## src/rtl/exc_frame_pkg.sv

```systemverilog
package exc_frame_pkg;
    typedef enum logic [2:0] {
        ST_IDLE,
        ST_PUSH_PC,
        ST_PUSH_FMT,
        ST_FETCH_VEC,
        ST_POP_FMT,
        ST_POP_PC,
        ST_FINISH
    } seq_state_t;

    localparam int SR_W       = 16;
    localparam int SUPER_BIT  = 13;
    localparam int MASTER_BIT = 12;
    localparam int MASK_LSB   = 8;
    localparam int LEVEL_W    = 3;
endpackage

```

## src/rtl/exc_fmt_pack.sv

```systemverilog
module exc_fmt_pack
    import exc_frame_pkg::*;
#(
    parameter int IDX_W      = 8,
    parameter int TRAP_FIRST = 32,
    parameter int TRAP_NUM   = 16
) (
    input  logic [SR_W-1:0]    sr_in,
    input  logic [31:0]        sp_in,
    input  logic [31:0]        pc_in,
    input  logic [31:0]        vbr_in,
    input  logic [IDX_W-1:0]   idx,
    input  logic               hw,
    input  logic [LEVEL_W-1:0] level,
    output logic [31:0]        fmt_word,
    output logic [31:0]        ret_addr,
    output logic [31:0]        push_pc_addr,
    output logic [31:0]        frame_sp,
    output logic [31:0]        vec_addr,
    output logic [SR_W-1:0]    sr_entry
);
    localparam int PAD_W = 12 - IDX_W - 2;

    logic [31:0] aligned;
    logic        is_trap;

    assign aligned      = {sp_in[31:2], 2'b00};
    assign push_pc_addr = aligned - 32'd4;
    assign frame_sp     = aligned - 32'd8;
    assign vec_addr     = vbr_in + {{(30-IDX_W){1'b0}}, idx, 2'b00};
    assign fmt_word     = {2'b01, sp_in[1:0], {PAD_W{1'b0}}, idx, 2'b00, sr_in};
    assign is_trap      = !hw && (int'(idx) >= TRAP_FIRST) && (int'(idx) < TRAP_FIRST + TRAP_NUM);
    assign ret_addr     = is_trap ? pc_in + 32'd2 : pc_in;

    always_comb begin
        sr_entry = sr_in;
        sr_entry[SUPER_BIT] = 1'b1;
        if (hw) begin
            sr_entry[MASK_LSB +: LEVEL_W] = level;
            sr_entry[MASTER_BIT] = 1'b0;
        end
    end
endmodule

```

## src/rtl/exc_frame_unpack.sv

```systemverilog
module exc_frame_unpack
    import exc_frame_pkg::*;
(
    input  logic [31:0]     frame_sp,
    input  logic [1:0]      mis_bits,
    input  logic [SR_W-1:0] saved_sr,
    output logic [31:0]     restored_sp,
    output logic [SR_W-1:0] restored_sr
);
    assign restored_sp = (frame_sp | {30'b0, mis_bits}) + 32'd8;
    assign restored_sr = saved_sr;
endmodule

```

## src/rtl/exc_frame_seq.sv

```systemverilog
module exc_frame_seq
    import exc_frame_pkg::*;
#(
    parameter int IDX_W      = 8,
    parameter int TRAP_FIRST = 32,
    parameter int TRAP_NUM   = 16
) (
    input  logic               clk,
    input  logic               rst_n,
    input  logic               start_entry,
    input  logic               start_return,
    input  logic               hw_irq,
    input  logic [LEVEL_W-1:0] irq_level,
    input  logic [IDX_W-1:0]   exc_idx,
    input  logic [SR_W-1:0]    sr_in,
    input  logic [31:0]        sp_in,
    input  logic [31:0]        pc_in,
    input  logic [31:0]        vbr_in,
    output logic               mem_req,
    output logic               mem_we,
    output logic [31:0]        mem_addr,
    output logic [31:0]        mem_wdata,
    input  logic               mem_ack,
    input  logic [31:0]        mem_rdata,
    output logic               busy,
    output logic               done,
    output logic [SR_W-1:0]    sr_out,
    output logic [31:0]        sp_out,
    output logic [31:0]        pc_out
);
    seq_state_t state, state_nx;

    logic [SR_W-1:0]    cap_sr;
    logic [31:0]        cap_sp, cap_pc, cap_vbr;
    logic [IDX_W-1:0]   cap_idx;
    logic               cap_hw;
    logic [LEVEL_W-1:0] cap_lvl;
    logic [1:0]         saved_mis;
    logic [SR_W-1:0]    saved_sr;

    logic [31:0]     fmt_word, ret_addr, push_pc_addr, frame_sp, vec_addr;
    logic [SR_W-1:0] sr_entry;
    logic [31:0]     restored_sp;
    logic [SR_W-1:0] restored_sr;

    exc_fmt_pack #(.IDX_W(IDX_W), .TRAP_FIRST(TRAP_FIRST), .TRAP_NUM(TRAP_NUM)) u_pack (
        .sr_in(cap_sr), .sp_in(cap_sp), .pc_in(cap_pc), .vbr_in(cap_vbr),
        .idx(cap_idx), .hw(cap_hw), .level(cap_lvl),
        .fmt_word(fmt_word), .ret_addr(ret_addr), .push_pc_addr(push_pc_addr),
        .frame_sp(frame_sp), .vec_addr(vec_addr), .sr_entry(sr_entry)
    );

    exc_frame_unpack u_unpack (
        .frame_sp(cap_sp), .mis_bits(saved_mis), .saved_sr(saved_sr),
        .restored_sp(restored_sp), .restored_sr(restored_sr)
    );

    always_comb begin
        state_nx = state;
        unique case (state)
            ST_IDLE: begin
                if (start_entry)       state_nx = ST_PUSH_PC;
                else if (start_return) state_nx = ST_POP_FMT;
            end
            ST_PUSH_PC:   if (mem_ack) state_nx = ST_PUSH_FMT;
            ST_PUSH_FMT:  if (mem_ack) state_nx = ST_FETCH_VEC;
            ST_FETCH_VEC: if (mem_ack) state_nx = ST_FINISH;
            ST_POP_FMT:   if (mem_ack) state_nx = ST_POP_PC;
            ST_POP_PC:    if (mem_ack) state_nx = ST_FINISH;
            ST_FINISH:    state_nx = ST_IDLE;
            default:      state_nx = ST_IDLE;
        endcase
    end

    always_ff @(posedge clk) begin
        if (!rst_n) state <= ST_IDLE;
        else        state <= state_nx;
    end

    always_comb begin
        mem_req   = 1'b0;
        mem_we    = 1'b0;
        mem_addr  = '0;
        mem_wdata = '0;
        busy      = 1'b1;
        done      = 1'b0;
        unique case (state)
            ST_IDLE:      busy = 1'b0;
            ST_PUSH_PC:   begin mem_req = 1'b1; mem_we = 1'b1; mem_addr = push_pc_addr; mem_wdata = ret_addr; end
            ST_PUSH_FMT:  begin mem_req = 1'b1; mem_we = 1'b1; mem_addr = frame_sp; mem_wdata = fmt_word; end
            ST_FETCH_VEC: begin mem_req = 1'b1; mem_addr = vec_addr; end
            ST_POP_FMT:   begin mem_req = 1'b1; mem_addr = cap_sp; end
            ST_POP_PC:    begin mem_req = 1'b1; mem_addr = cap_sp + 32'd4; end
            ST_FINISH:    done = 1'b1;
            default:      busy = 1'b0;
        endcase
    end

    always_ff @(posedge clk) begin
        if (!rst_n) begin
            cap_sr <= '0; cap_sp <= '0; cap_pc <= '0; cap_vbr <= '0;
            cap_idx <= '0; cap_hw <= 1'b0; cap_lvl <= '0;
            saved_mis <= '0; saved_sr <= '0;
            sr_out <= '0; sp_out <= '0; pc_out <= '0;
        end else begin
            if (state == ST_IDLE && (start_entry || start_return)) begin
                cap_sr  <= sr_in;
                cap_sp  <= sp_in;
                cap_pc  <= pc_in;
                cap_vbr <= vbr_in;
                cap_idx <= exc_idx;
                cap_hw  <= hw_irq;
                cap_lvl <= irq_level;
            end
            if (state == ST_POP_FMT && mem_ack) begin
                saved_mis <= mem_rdata[29:28];
                saved_sr  <= mem_rdata[SR_W-1:0];
            end
            if (state == ST_FETCH_VEC && mem_ack) begin
                pc_out <= mem_rdata;
                sp_out <= frame_sp;
                sr_out <= sr_entry;
            end
            if (state == ST_POP_PC && mem_ack) begin
                pc_out <= mem_rdata;
                sp_out <= restored_sp;
                sr_out <= restored_sr;
            end
        end
    end
endmodule

```

## config.mk

```make
export PLATFORM = sky130hd
export DESIGN_NAME = exc_frame_seq
export DESIGN_NICKNAME = d
export VERILOG_FILES = /design/src/rtl/exc_frame_pkg.sv /design/src/rtl/exc_fmt_pack.sv /design/src/rtl/exc_frame_unpack.sv /design/src/rtl/exc_frame_seq.sv
export SDC_FILE = /design/constraint.sdc
export NUM_CORES = 1
export LEC_CHECK = 0
export BUFFER_PORTS_ARGS = -buffer_cell sky130_fd_sc_hd__buf_2
export CAP_MARGIN = 5
export CELL_PAD_IN_SITES_DETAIL_PLACEMENT = 1
export CELL_PAD_IN_SITES_GLOBAL_PLACEMENT = 2
export CORE_MARGIN = 4
export CORE_UTILIZATION = 28
export DETAILED_ROUTE_END_ITERATION = 6
export GPL_ROUTABILITY_DRIVEN = 0
export PLACE_DENSITY = 0.76
export SYNTH_ARGS = -nofsm -noshare
export SYNTH_HDL_FRONTEND = slang
export SYNTH_SLANG_ARGS = --single-unit
```

## constraint.sdc

```tcl
create_clock -name clk -period 4.7 [get_ports clk]
set_input_delay 0.94 -clock clk [delete_from_list [all_inputs] [get_ports clk]]
set_output_delay 0.94 -clock clk [all_outputs]
set_load 0.1 [all_outputs]
```

After elaboration in Yosys (flattened, before gate mapping) --
Index checks and enable logic that the tools add are counted.
Word-level totals: register bits 225, latch bits 0, RAM bits 0, bits in read-only memories 0, bits of input ports 161, output and inout port bits 148, word-level logic and storage cells 70, memories 0
Operators by class: add/sub/neg operators 6, multipliers 0, div/mod/pow operators 0, $lt $le $gt $ge 2, equality and inequality tests 11, shift-type cells 0, mux-type cells 22, bitwise logic cells 1, reductions and logical operators 15
Operator list (count):
- $mux 32 | 5
- $pmux 32 s5 | 1
- $pmux 32 s2 | 1
- $add 32x10->32 | 1
- $add 32x2->32 const B | 1
- $add 32x3->32 const B | 1
- $add 32x4->32 const B | 1
- $mux 16 | 2
- $or 32x2->32 | 1
- $sub 32x3->32 const B | 1
- $sub 32x4->32 const B | 1
- $mux 3 | 7
- $pmux 3 s5 | 1
- $eq 3x3->1 const B | 3
- $ge 8x6->1 const B | 1
- $lt 8x6->1 const B | 1
- $eq 3x2->1 const B | 2
- $logic_and 1x1->1 | 6
- $ne 2x2->1 const B | 3
- $reduce_or 6->1 | 1
- $mux 1 | 5
- $reduce_and 5->1 | 1
- $reduce_or 5->1 | 1
- $reduce_or 2->1 | 2
- other kinds (7) | 7

Logic depth before layout (Yosys ltp) --
Gate-level depths: netlist (run 1).
depth after elaboration 5, mapped depth 15, gate-level depth less buffers 13

Hierarchy --
From an unflattened synthesis (run 1), not the netlist that was laid out.
Unflattened totals: cell total of the unflattened synthesis 1825, area, all modules 14072.2 µm²
By module, submodules not included:
- exc_frame_seq | instances 1, cells an instance 1322, area an instance 10590.2 µm², seq. area each 4504.3 µm²
- exc_fmt_pack | instances 1, cells an instance 402, area an instance 2738.9 µm², seq. area each 0.0 µm²
- exc_frame_unpack | instances 1, cells an instance 101, area an instance 743.2 µm², seq. area each 0.0 µm²

Least setup slack after synthesis (run 1) --
OpenSTA, ideal clock, no wires.
kind register -> output, from register state[0], to output mem_addr[30], arrival time 5.638 ns, required time 3.760 ns, setup slack -1.878 ns, cell stages (with the launch flop) 15, path buffers 2, cells stage by stage dfxtp_1 > buf_2 > nor2b_1 > clkbuf_1 > nand2_1 > ha_1 > nor2b_1 > o2111ai_1 > a31oi_1 > and3_1 > o311ai_0 > nand2_1 > a221oi_1 > xor2_1 > o21ai_0
Between the ends: longest elaborated chain between the ends 2, elaborated cells between the ends (all ways) 6, classes of those cells eq/ne (5); mux (1)
Ends and longest elaborated chain:
- start: declaration | line exc_frame_seq.sv:31 | seq_state_t state, state_nx;
- start signal: assignment | line exc_frame_seq.sv:77 | else state <= state_nx;
- $eq 3x3->1 (tied with other cells) | line exc_frame_seq.sv:87 | unique case (state)
- $pmux 32 s5 (*) | line exc_frame_seq.sv:87
- end: declaration | line exc_frame_seq.sv:21 | output logic [31:0] mem_addr,
Every way passes the cells marked *; elsewhere a longest branch is shown, timed or not.

Worst setup path after layout (run 1) --
from register state[0], to output mem_addr[31]
Same word-level chain as after synthesis.

==> results of run 1 <==
per-stage QoR:
stage               total power, mW  setup WS, ns  hold WS [ns]  utilization [%]
finish                         7.61       -0.0178         0.461             37.0
global route                   7.98        -0.144         0.489             37.0
CTS                            7.56       -0.0451         0.464             36.3
detailed placement             5.18         0.288         0.456             33.6
global placement               5.14         0.312         0.448             33.6
floorplan                      4.29        -0.270         0.440                -
power groups by stage:
| stage | Combinational, mW | Sequential [mW] | Clock [mW] |
|---|---|---|---|
| 2_1_floorplan | 1.98 | 2.31 | 0 |
| 3_3_place_gp | 2.88 | 2.26 | 0 |
| 3_5_place_dp | 2.91 | 2.27 | 0 |
| 4_1_cts | 3.06 | 2.23 | 2.27 |
| 5_1_grt | 3.37 | 2.26 | 2.36 |
| 6_report | 3.17 | 2.24 | 2.21 |
worst min-delay path, cell delays in order, from the launching register on:
cell and delay (ns):
dfxtp_1 0.31, nand2_1 0.05, a21boi_0 0.06
cells by family (layout without fill, tap and decap cells):
logic type / Yosys count / after routing / share of synthesized area (%)
AO/OA/AOI/OAI: 464 / 464 / 23.4
other: 0 / 3 / 0
multiplexers: 4 / 4 / 0.296
adder cells (fa/ha/maj): 48 / 48 / 4.56
buffers and inverters: 146 / 448 / 5.03
AND/OR/NAND/NOR: 796 / 799 / 25.9
flip-flops: 225 / 225 / 33.3
XOR/XNOR: 116 / 116 / 7.52
Yosys cell counts, types with 4 or more instances:
cell	number	area share (%)
a22oi_1	10	0.56
o211ai_1	6	0.33
or2_2	4	0.19
nor4_1	11	0.51
inv_1	20	0.56
and4_1	6	0.39
a31oi_1	12	0.56
xor2_1	69	4.5
xnor2_1	47	3.0
mux2i_1	4	0.30
nor2_1	69	1.9
o21ai_1	6	0.22
nand2_1	520	14
buf_2	7	0.26
a221oi_1	13	0.84
a222oi_1	4	0.30
o21ai_0	105	3.9
clkbuf_1	101	2.8
clkbuf_8	6	0.61
o221ai_1	9	0.58
nand4_1	10	0.46
a21boi_0	185	10
buf_1	5	0.14
nor2b_1	7	0.32
and3_1	19	0.88
or3_1	7	0.32
a21oi_1	50	1.9
a21o_1	21	1.2
dfxtp_1	225	33
and2_1	29	1.3
o22ai_1	5	0.23
o211a_1	13	0.96
nor3_1	34	1.3
nand3_1	50	1.9
ha_1	46	4.3
nand2b_1	10	0.46
how the worst max path moves through the flow:
stage | from | to | slack, ns | cells after the start
after floorplan | state[0] | mem_addr[30] | -0.27 | 14
after global placement | state[0] | mem_addr[30] | 0.31 | 15
after detailed placement | state[0] | mem_addr[30] | 0.29 | 15
after CTS | state[0] | mem_addr[25] | -0.05 | 16
after global routing | state[0] | mem_addr[31] | -0.14 | 17
final | state[0] | mem_addr[31] | -0.02 | 16
area by class of cell:
type / count / area [um2]
diodes: 3 / 7.51
inverters: 20 / 75.1
clock inverters: 8 / 108
repair buffers: 377 / 2410
flip-flops and latches: 225 / 4510
multi-input cells: 1431 / 8940
clock buffers: 43 / 827
fillers: 5778 / 30100
well taps: 615 / 769
what timing repair did:
item	in CTS	in global routing
resized for setup	39	43
pin swaps	19	31
endpoints found under the setup margin	11	18
buffers inserted	17	12
cloned	2	1
flip-flops by register name (all words and copies together) (netlist names):
name	count
cap_sr	16
sp_out	32
cap_sp	32
saved_sr	16
cap_lvl	3
cap_vbr	32
cap_idx	8
cap_pc	32
saved_mis	2
sr_out	16
cap_hw	1
pc_out	32
state	3
routing by layer:
metal  track usage, %  vias up
met5                0        -
met2             34.9      378
met3             4.32       94
met4             6.70        8
met1             26.5     6689
li1                 -     6737
==> summary.txt, run 1 <==
Setup path
  – CP peak stage delay: 0.35 ns
  – Worst Path Max Fanout: 7
  – R2R setup slack: 1.42 ns
  – WP data required: 3.76 ns
  – Data arrival time of the critical path: 3.78 ns
  – Critical path buffers and inverters: 4
  – Kind of critical path: flop to output pin
  – Setup crit end kind: output pin
  – Crit-path leading delay family: compound AO/OA/AOI/OAI gates
  – R2r worst-path depth: 7
  – Worst r2r src: cap_sp[5]
  – R2R Path End: sp_out[31]
  – CP Launch Type: flop
  – Critical-path top delay cell: ha_1
  – Worst-path cell chain: nor2b_4 -> buf_12 -> nand2_8 -> ha_1 -> a21oi_1 -> nor3_2 -> nor3_4 -> a211oi_4 -> o211ai_1 -> buf_4 -> o21ai_4 -> a221oi_2 -> nand2_1 -> o211ai_1 -> buf_4 -> buf_12

Timing
  – Fmax: 212 MHz
  – # setup viols final: 3
  – RSZ-0062 raised after global routing: yes
  – Final Max Slew Viols: 0
  – Max_slew headroom: 29.5%
  – TNS Setup: -0.0253 ns
  – Worst Skew: 0.0116 ns
  – Worst-Margin Slew: 1.06 ns
  – Minimum clock period: 4.72 ns
  – Final period util: 100%
  – Final Hold Vio Count: 0
  – Final setup margin: -0.0178 ns

Synth
  – Seq cells post-synth: 225
  – Mapped Nets: 2008
  – Post-synthesis cell area: 13500 um2
  – Post-synthesis async set-or-reset flop share: 0%
  – Synth Instances: 1799
  – Syn Area/Cell: 7.51 um2
  – Yosys cell types: 73
  – Post-synth top flop: dfxtp_1
  – Synthesis warning total: 0
  – Post-synth EDFFs: 0
  – Seq/Total Area, Yosys: 33.3%

Floorplanning
  – Starting Density: 28.3%
  – DIE AREA: 51800 um2
  – DIE HEIGHT: 228 um
  – Row cnt: 80
  – Io pins: 309
  – Core ar.: 47700 um2
  – Chip width: 228 um

Place
  – Post-place instance area: 16000 um2
  – Port bufs: 308
  – DP HPWL: 42200 um
  – Placed Cells: 2637

CTS
  – Clock buffer depth: 3
  – CTS buffer count: 28
  – Clock Tree Root: clkbuf_16
  – Clock transition at path regs: 0.07 ns
  – Clk sinks: 225
  – CTS tree: yes
  – Worst skew pair latency: 0.57 ns
  – H-Tree Depth: 1
  – CTS Hold Bufs: 0

Detailed routing
  – Drt pass-1 iters: 5
  – Initial DRC count: 676
  – DR vias/cell: 5.11
  – Top layer in use: met5
  – Met2 wire len: 26800 um
  – DRT antenna net count: 0
  – DR vias: 13900
  – Drt drc: 0
  – WL met3: 3260 um
  – Routed len/inst: 20.8 um
  – WL met1: 24500 um
  – Detailed Route WL: 56700 um

Final layout
  – Layout Cells excl Fill: 2722
  – Layout cells sized above 1: 24.7%
  – Final net count: 2292
  – Fin area: 17600 um2
  – Syn-to-layout area delta: 30.7%
  – Most frequent cells in the layout: nand2_1, buf_2, dfxtp_1
  – Most common cell after layout, fill and taps aside: nand2_1

Hold path
  – WHS Endpoint: sp_out[0]
  – Hold path depth: 2
  – Hold WC Path Type: flop to flop
  – Min-delay src: sp_out[0]

Pwr
  – Clk network pwr share: 29.0%
  – Max rail drop VDD: 0.000271 V
  – Power density over the cells: 431 nW/um2
  – Static leakage: 7.30 nW
  – P_sw: 3.22 mW
  – Internal power: 4.40 mW
  – Combinational group share of total power: 41.7%
  – Flop pwr share: 29.4%
  – Net Sw Frac: 42.3%

Global route
  – Initial antenna violation count: 8
  – First-pass GRT wire length: 83900 um
  – Vias in the first global route: 14100
  – Gr usage total: 20.7%
  – Total grt overflow: 0
  – Largest net degree at the start of global routing: 104

Run status
  – Status: finished with violations
  – Failing checks: setup timing

Run
  – Maximum capacitance violations: 0
Power figures use the tool's default switching activity.
==> run 2, diff against run 1 <==
- ABC_AREA: not set -> 1
- CORE_UTILIZATION: 28 -> 26
- PLACE_DENSITY: 0.76 -> 0.75
==> run 2 against run 1 <==
- the flow now finishes without violations
- register-to-register slack gained 0.40 ns
- flip-flop and latch count is the same
- hold slack lost 0.0047 ns
- power grew 97%
- die area grew 19%
- first-iteration DRC count grew 54%
- synthesized cell count grew 39%
==> summary.txt, run 2 <==
Run status
  – Status: finished, final reports clean (was finished with violations)

Synth
  – Synth Instances: 2509 (was 1799)
  – Ranking of synthesized cells by area: dfxtp_1, nand2_1, a21oi_1, o21ai_0, nand3_1 (was dfxtp_1, nand2_1, a21boi_0, xor2_1, ha_1)
  – Main combinational cell family by area after synthesis: simple AND/OR/NAND/NOR gates (unchanged)
  – Post-synthesis xor/xnor area fraction: 1.45% (was 7.52%)
  – Post-synthesis cell area: 15100 um2 (was 13500 um2)
  – Synthesis warning total: 0 (unchanged)
  – Post-Synth Adder-Cell Area: 4.09% (was 4.56%)
  – Mapped Nets: 2718 (was 2008)
  – Mux cell area share after synthesis: 0% (was 0.296%)
  – Area leader, netlist: dfxtp_1 (unchanged)
  – Syn Area/Cell: 6.00 um2 (was 7.51 um2)
  – Synth Area in Compound Gates: 18.9% (was 23.4%)
  – Seq/Total Area, Yosys: 29.9% (was 33.3%)
  – Post-synth top flop: dfxtp_1 (unchanged)
  – Post-synthesis async set-or-reset flop share: 0% (unchanged)
  – Seq cells post-synth: 225 (unchanged)
  – Synth top area share: 29.9% (was 33.3%)
  – Most common cell in the netlist: nand2_1 (unchanged)
  – Post-synth EDFFs: 0 (unchanged)
  – Simple-gate share of the synthesized area: 35.1% (was 25.9%)
  – Yosys cell types: 46 (was 73)
  – Synth cell count leaders: nand2_1, inv_1, a21oi_1, o21ai_0, dfxtp_1 (was nand2_1, dfxtp_1, a21boi_0, o21ai_0, clkbuf_1)

Timing
  – Hold Worst Slack: 0.457 ns (was 0.461 ns)
  – Final Hold Vio Count: 0 (unchanged)
  – RSZ-0062 raised after global routing: no (was yes)
  – Final period util: 95.1% (was 100%)
  – TNS Setup: 0 ns (was -0.0253 ns)
  – Fmax: 224 MHz (was 212 MHz)
  – Worst Skew: 0.0144 ns (was 0.0116 ns)
  – Max_slew headroom: 31.5% (was 29.5%)
  – # setup viols final: 0 (was 3)
  – Final setup margin: 0.231 ns (was -0.0178 ns)
  – Worst-Margin Slew: 1.02 ns (was 1.06 ns)
  – Final Max Slew Viols: 0 (unchanged)
  – Minimum clock period: 4.47 ns (was 4.72 ns)

Final layout
  – N_diodes: 0 (was 3)
  – Most frequent cells in the layout: nand2_1, inv_1, buf_2 (was nand2_1, buf_2, dfxtp_1)
  – Post-layout util: 32.3% (was 37.0%)
  – Layout cells sized above 1: 14.9% (was 24.7%)
  – Final net count: 2969 (was 2292)
  – Syn-to-layout area delta: 21.7% (was 30.7%)
  – Most common cell after layout, fill and taps aside: nand2_1 (unchanged)
  – Fin area: 18300 um2 (was 17600 um2)

Pwr
  – P_sw: 9.12 mW (was 3.22 mW)
  – Static leakage: 8.57 nW (was 7.30 nW)
  – Clk network pwr share: 14.6% (was 29.0%)
  – Flop pwr share: 20.8% (was 29.4%)
  – Net Sw Frac: 60.9% (was 42.3%)
  – Internal power: 5.85 mW (was 4.40 mW)
  – Max rail drop VDD: 0.000738 V (was 0.000271 V)
  – Power density over the cells: 816 nW/um2 (was 431 nW/um2)
  – Combinational group share of total power: 64.7% (was 41.7%)

Setup path
  – Worst-path cell chain: nand2_2 -> nor2_4 -> inv_1 -> buf_6 -> ha_1 -> nand2_1 -> inv_1 -> a21oi_1 -> nand3_1 -> or2_2 -> nand2_1 -> nand4_1 -> buf_6 (was nor2b_4 -> buf_12 -> nand2_8 -> ha_1 -> a21oi_1 -> nor3_2 -> nor3_4 -> a211oi_4 -> o211ai_1 -> buf_4 -> o21ai_4 -> a221oi_2 -> nand2_1 -> o211ai_1 -> buf_4 -> buf_12)
  – Data arrival time of the critical path: 3.53 ns (was 3.78 ns)
  – R2r worst-path depth: 9 (was 7)
  – R2R Path End: sr_out[0] (was sp_out[31])
  – Worst Path Max Fanout: 35 (was 7)
  – CP Launch Point: state[2] (was state[0])
  – CP peak stage delay: 0.40 ns (was 0.35 ns)
  – Kind of critical path: flop to output pin (unchanged)
  – Crit-path leading delay family: simple AND/OR/NAND/NOR gates (was compound AO/OA/AOI/OAI gates)
  – Worst r2r src: state[1] (was cap_sp[5])
  – R2R setup slack: 1.82 ns (was 1.42 ns)
  – Setup crit end kind: output pin (unchanged)
  – WP data required: 3.76 ns (about the same)
  – Critical path buffers and inverters: 4 (unchanged)
  – Critical-path top delay cell: dfxtp_2 (was ha_1)
  – CP Launch Type: flop (unchanged)

Hold path
  – Hold WC Path Type: flop to flop (unchanged)
  – Hold path depth: 2 (unchanged)
  – Min-delay src: cap_vbr[0] (was sp_out[0])
  – WHS Endpoint: cap_vbr[0] (was sp_out[0])

Floorplanning
  – DIE HEIGHT: 249 um (was 228 um)
  – Starting Density: 26.5% (was 28.3%)
  – Row cnt: 87 (was 80)
  – DIE AREA: 61900 um2 (was 51800 um2)
  – Io pins: 309 (unchanged)
  – Chip width: 249 um (was 228 um)
  – Core ar.: 56800 um2 (was 47700 um2)

CTS
  – CTS buffer count: 29 (was 28)
  – Clock transition at path regs: 0.06 ns (was 0.07 ns)
  – H-Tree Depth: 1 (unchanged)
  – Clock Tree Root: clkbuf_16 (unchanged)
  – CTS tree: yes (unchanged)
  – Clock buffer depth: 3 (unchanged)
  – Clk sinks: 225 (unchanged)
  – Worst skew pair latency: 0.60 ns (was 0.57 ns)
  – CTS Hold Bufs: 0 (unchanged)

Place
  – Pre-CTS WS: 0.476 ns (was 0.288 ns)
  – Post-place instance area: 17300 um2 (was 16000 um2)
  – Port bufs: 308 (unchanged)
  – DP HPWL: 57700 um (was 42200 um)

Global route
  – Grt met1 use: 28.4% (was 26.5%)
  – Met3 Track Usage GR: 4.24% (was 4.32%)
  – Gr usage total: 22.3% (was 20.7%)
  – Vias in the first global route: 18500 (was 14100)
  – GR Layer Usage met2: 38.9% (was 34.9%)
  – Total grt overflow: 0 (unchanged)
  – GR peak layer: met2 (unchanged)
  – Largest net degree at the start of global routing: 86 (was 104)
  – First-pass GRT wire length: 110000 um (was 83900 um)
  – Initial antenna violation count: 6 (was 8)

Run
  – Maximum capacitance violations: 0 (unchanged)

Detailed routing
  – Initial DRC count: 1043 (was 676)
  – Routed len/inst: 20.5 um (was 20.8 um)
  – DR vias/cell: 5.02 (was 5.11)
  – DR vias: 17800 (was 13900)
  – DRT antenna net count: 0 (unchanged)
  – Drt drc: 0 (unchanged)
  – Detailed Route WL: 72400 um (was 56700 um)
  – Drt pass-1 iters: 5 (unchanged)
[run 2: cell count changes in the layout (fill, tap and decap cells not counted), sizes merged, moves of 123 or more]
cell    before  now
nand2      523  724
nor2        70  224
o21ai      112  235
nand3       50  216
a21boi     185    0
a21oi       50  260
inv         20  297
[run 2: worst max path at each step]
stage	to	slack (ns)	depth (start not counted)
after global routing	mem_addr[23]	0.06	16
after floorplan	mem_wdata[6]	0.25	7
after detailed placement	mem_addr[17]	0.48	15
after CTS	mem_addr[26]	0.005	15
final	mem_addr[12]	0.23	13
after global placement	mem_addr[17]	0.52	15
[run 2: layout make-up]
| class | count | area, um2 |
|---|---|---|
| Clock buffer | 39 | 793 |
| Clock inverter | 11 | 103 |
| Fill cell | 7536 | 38500 |
| Inverter | 298 | 1120 |
| Multi-Input combinational cell | 1879 | 9050 |
| Sequential cell | 225 | 4510 |
| Tap cell | 756 | 946 |
| Timing Repair Buffer | 327 | 1820 |
[run 2: cells by family after synthesis]
logic type,count (synthesis)
DFF,225
buffers and inverters,405
adders and majority gates,48
and+or+nand+nor,1261
AOI/OAI and AO/OA,545
xor gates and xnor gates,25
[run 2: what timing repair did]
item,4_1_cts,5_1_grt
buffers inserted,0,0
endpoints found under the setup margin,20,26
resized for setup,25,28
[run 2: metrics by stage]
step | total power, mW | instances
floorplan | 9.88 | 2509
global placement | 12.4 | 3485
detailed placement | 12.6 | 3485
CTS | 14.9 | 3535
global route | 16.0 | 3535
finish | 15.0 | 3535
[run 2: metal layers]
layer  vias up  wire length, um
li1       8691                -
met3       103             3980
met4         8             2160
met2       415            34500
met5         -               42
met1      8534            31700
[run 2: worst register-to-register path, stage by stage, from the launching register on]
cell	delay [ns]
dfxtp_1	0.36
inv_2	0.07
nor2_1	0.17
inv_2	0.12
nor2_8	0.36
nand2_4	0.24
nand2_4	0.48
buf_4	0.61
o21ai_0	0.18
a21oi_1	0.20
[run 2: power groups by stage]
| stage | Sequential (mW) | Combinational (mW) | Clock, mW |
|---|---|---|---|
| after CTS | 3.10 | 9.59 | 2.24 |
| after detailed placement | 3.14 | 9.45 | 0 |
| final | 3.11 | 9.68 | 2.18 |
| after global routing | 3.17 | 10.5 | 2.32 |
| after floorplan | 3.25 | 6.63 | 0 |
| after global placement | 3.12 | 9.30 | 0 |
==> run 3, diff against run 2 <==
- CORE_MARGIN: 4 -> 2
- RECOVER_POWER: not set -> 100
- TNS_END_PERCENT: not set -> 10
==> run 3 against run 2 <==
- the flow now finishes with violations (capacitance limit, slew limit)
- hold slack worse by 0.0029 ns
- critical path depth is 1 higher
- flip-flop and latch count did not move
- core utilization down 0.58 points
- combinational power down 2%
- routed wire length shrank 1.6%
- critical path type unchanged
- largest cell class unchanged
- largest power group unchanged
==> summary.txt, run 3 (same netlist as run 2, synthesis figures left out) <==
Timing
  – # setup viols final: 0 (unchanged)
  – Final setup margin: 0.207 ns (was 0.231 ns)
  – Minimum clock period: 4.49 ns (was 4.47 ns)
  – Fmax: 223 MHz (was 224 MHz)
  – Final Max Slew Viols: 210 (was 0)
  – Final Hold Vio Count: 0 (unchanged)
  – Final period util: 95.6% (was 95.1%)
  – RSZ-0062 raised after global routing: no (unchanged)
  – Worst-Margin Slew: 1.79 ns (was 1.02 ns)
  – Worst Skew: 0.0208 ns (was 0.0144 ns)
  – Max_slew headroom: -19.6% (was 31.5%)

Detailed routing
  – DRT antenna net count: 0 (unchanged)
  – Drt pass-1 iters: 5 (unchanged)
  – Detailed Route WL: 71200 um (was 72400 um)
  – Initial DRC count: 1002 (was 1043)
  – DR vias: 17500 (was 17800)
  – DR vias/cell: 4.94 (was 5.02)
  – Drt drc: 0 (unchanged)
  – Routed len/inst: 20.1 um (was 20.5 um)

Hold path
  – Min-delay src: cap_sr[13] (was cap_vbr[0])
  – Hold WC Path Type: flop to flop (unchanged)
  – WHS Endpoint: cap_sr[13] (was cap_vbr[0])
  – Hold path depth: 2 (unchanged)

Final layout
  – Most common cell after layout, fill and taps aside: nand2_1 (unchanged)
  – Fin area: 18200 um2 (was 18300 um2)
  – Syn-to-layout area delta: 20.9% (was 21.7%)
  – Layout cells sized above 1: 11.3% (was 14.9%)
  – Most frequent cells in the layout: nand2_1, inv_1, a21oi_1 (was nand2_1, inv_1, buf_2)
  – Final net count: 2966 (was 2969)

Setup path
  – Kind of critical path: flop to output pin (unchanged)
  – Worst r2r src: state[1] (unchanged)
  – Data arrival time of the critical path: 3.55 ns (was 3.53 ns)
  – CP Launch Type: flop (unchanged)
  – Setup crit end kind: output pin (unchanged)
  – WP data required: 3.76 ns (about the same)
  – Worst Path Max Fanout: 35 (unchanged)
  – R2R setup slack: 0.62 ns (was 1.82 ns)
  – R2r worst-path depth: 11 (was 9)
  – R2R Path End: sp_out[9] (was sr_out[0])

Pwr
  – Max rail drop VDD: 0.000672 V (was 0.000738 V)
  – Static leakage: 8.14 nW (was 8.57 nW)
  – Power density over the cells: 820 nW/um2 (was 816 nW/um2)

Place
  – Port bufs: 308 (unchanged)
  – Post-place instance area: 17300 um2 (about the same)
  – Pre-CTS WS: 0.485 ns (was 0.476 ns)
  – DP HPWL: 55900 um (was 57700 um)

Global route
  – Vias in the first global route: 18400 (was 18500)
  – Total grt overflow: 0 (unchanged)
  – Largest net degree at the start of global routing: 90 (was 86)
  – Initial antenna violation count: 9 (was 6)
  – Gr usage total: 23.2% (was 22.3%)
  – First-pass GRT wire length: 108000 um (was 110000 um)

Floorplanning
  – DIE AREA: 59900 um2 (was 61900 um2)
  – DIE HEIGHT: 245 um (was 249 um)
  – Core ar.: 57500 um2 (was 56800 um2)
  – Io pins: 309 (unchanged)
  – Starting Density: 26.2% (was 26.5%)
  – Row cnt: 88 (was 87)
  – Chip width: 245 um (was 249 um)

CTS
  – Worst skew pair latency: 0.60 ns (about the same)
  – Clock transition at path regs: 0.06 ns (about the same)
  – Clk sinks: 225 (unchanged)
  – CTS tree: yes (unchanged)
  – CTS buffer count: 29 (unchanged)
  – H-Tree Depth: 1 (unchanged)
  – Clock Tree Root: clkbuf_16 (unchanged)
  – Clock buffer depth: 3 (unchanged)

Run status
  – Status: finished with violations (was finished, final reports clean)
  – Failing checks: capacitance limit, slew limit

Run
  – Maximum capacitance violations: 4 (was 0)
run 3: cell types whose count changed in the layout (fill, tap and decap cells not counted), moves of 5 or more:
cell	change
buf_4	-18
clkbuf_1	+92
clkbuf_2	+29
buf_2	-120
buf_6	-5
clkbuf_4	+13
run 3: worst max-delay path, stage by stage (launching register included):
cell	delay [ns]
dfxtp_1	0.37
inv_2	0.07
nand2_2	0.14
nor2_4	0.08
inv_1	0.07
buf_6	0.28
ha_2	0.38
nand2_1	0.12
inv_1	0.05
a21oi_1	0.19
nand3_1	0.22
or2_2	0.33
nand2_1	0.07
nand4_1	0.24
buf_4	0.34
run 3: cell type report:
class / instances / area [um2]
tap: 765 / 957
sequential: 225 / 4510
antenna: 1 / 2.50
clock buffer: 35 / 798
multi-input combinational: 1879 / 9000
fill: 7602 / 39300
clock inverter: 18 / 193
inverter: 298 / 1120
timing repair buffer: 324 / 1640
run 3: power breakdown:
group          total, mW  internal [mW]  switching, mW  leakage, nW
Combinational       9.49           2.05           7.44         5.80
Clock               2.35           1.38          0.969        0.495
Sequential          3.10           2.43          0.669         1.85
Total               14.9           5.86           9.07         8.14
run 3: worst max path at each step:
stage                   from           end  cells after the start
floorplan           state[0]  mem_wdata[6]                      7
global placement    state[2]  mem_addr[17]                     15
detailed placement  state[2]  mem_addr[17]                     15
CTS                 state[2]   mem_addr[9]                     13
global route        state[1]   mem_addr[4]                     10
finish              state[1]  mem_addr[12]                     14
run 3: stage by stage:
step	setup TNS (ns)	std cells	util (%)	power [mW]	hold WS [ns]
2_1_floorplan	0	2509	-	9.88	0.425
3_3_place_gp	0	3491	30.2	12.4	0.434
3_5_place_dp	0	3491	30.2	12.6	0.444
4_1_cts	-0.0230	3544	32.0	15.1	0.454
5_1_grt	0	3544	31.7	16.0	0.469
6_report	0	3545	31.7	14.9	0.454
run 3: what timing repair did:
action                                  CTS  global route
hold endpoints to repair                  0             0
resized for setup                        15            31
buffers inserted                          0             0
endpoints found under the setup margin   14            26
hold buffers                              0             0
pin swaps                                 0             0
run 3: metal layers:
metal / vias up / global-route usage (%) / part of all wire (%)
li1: 8693 / - / -
met4: 16 / 6.80 / 2.9
met3: 104 / 4.07 / 4.9
met1: 8357 / 29.3 / 44
met5: - / 0 / 0.13
met2: 353 / 40.3 / 48
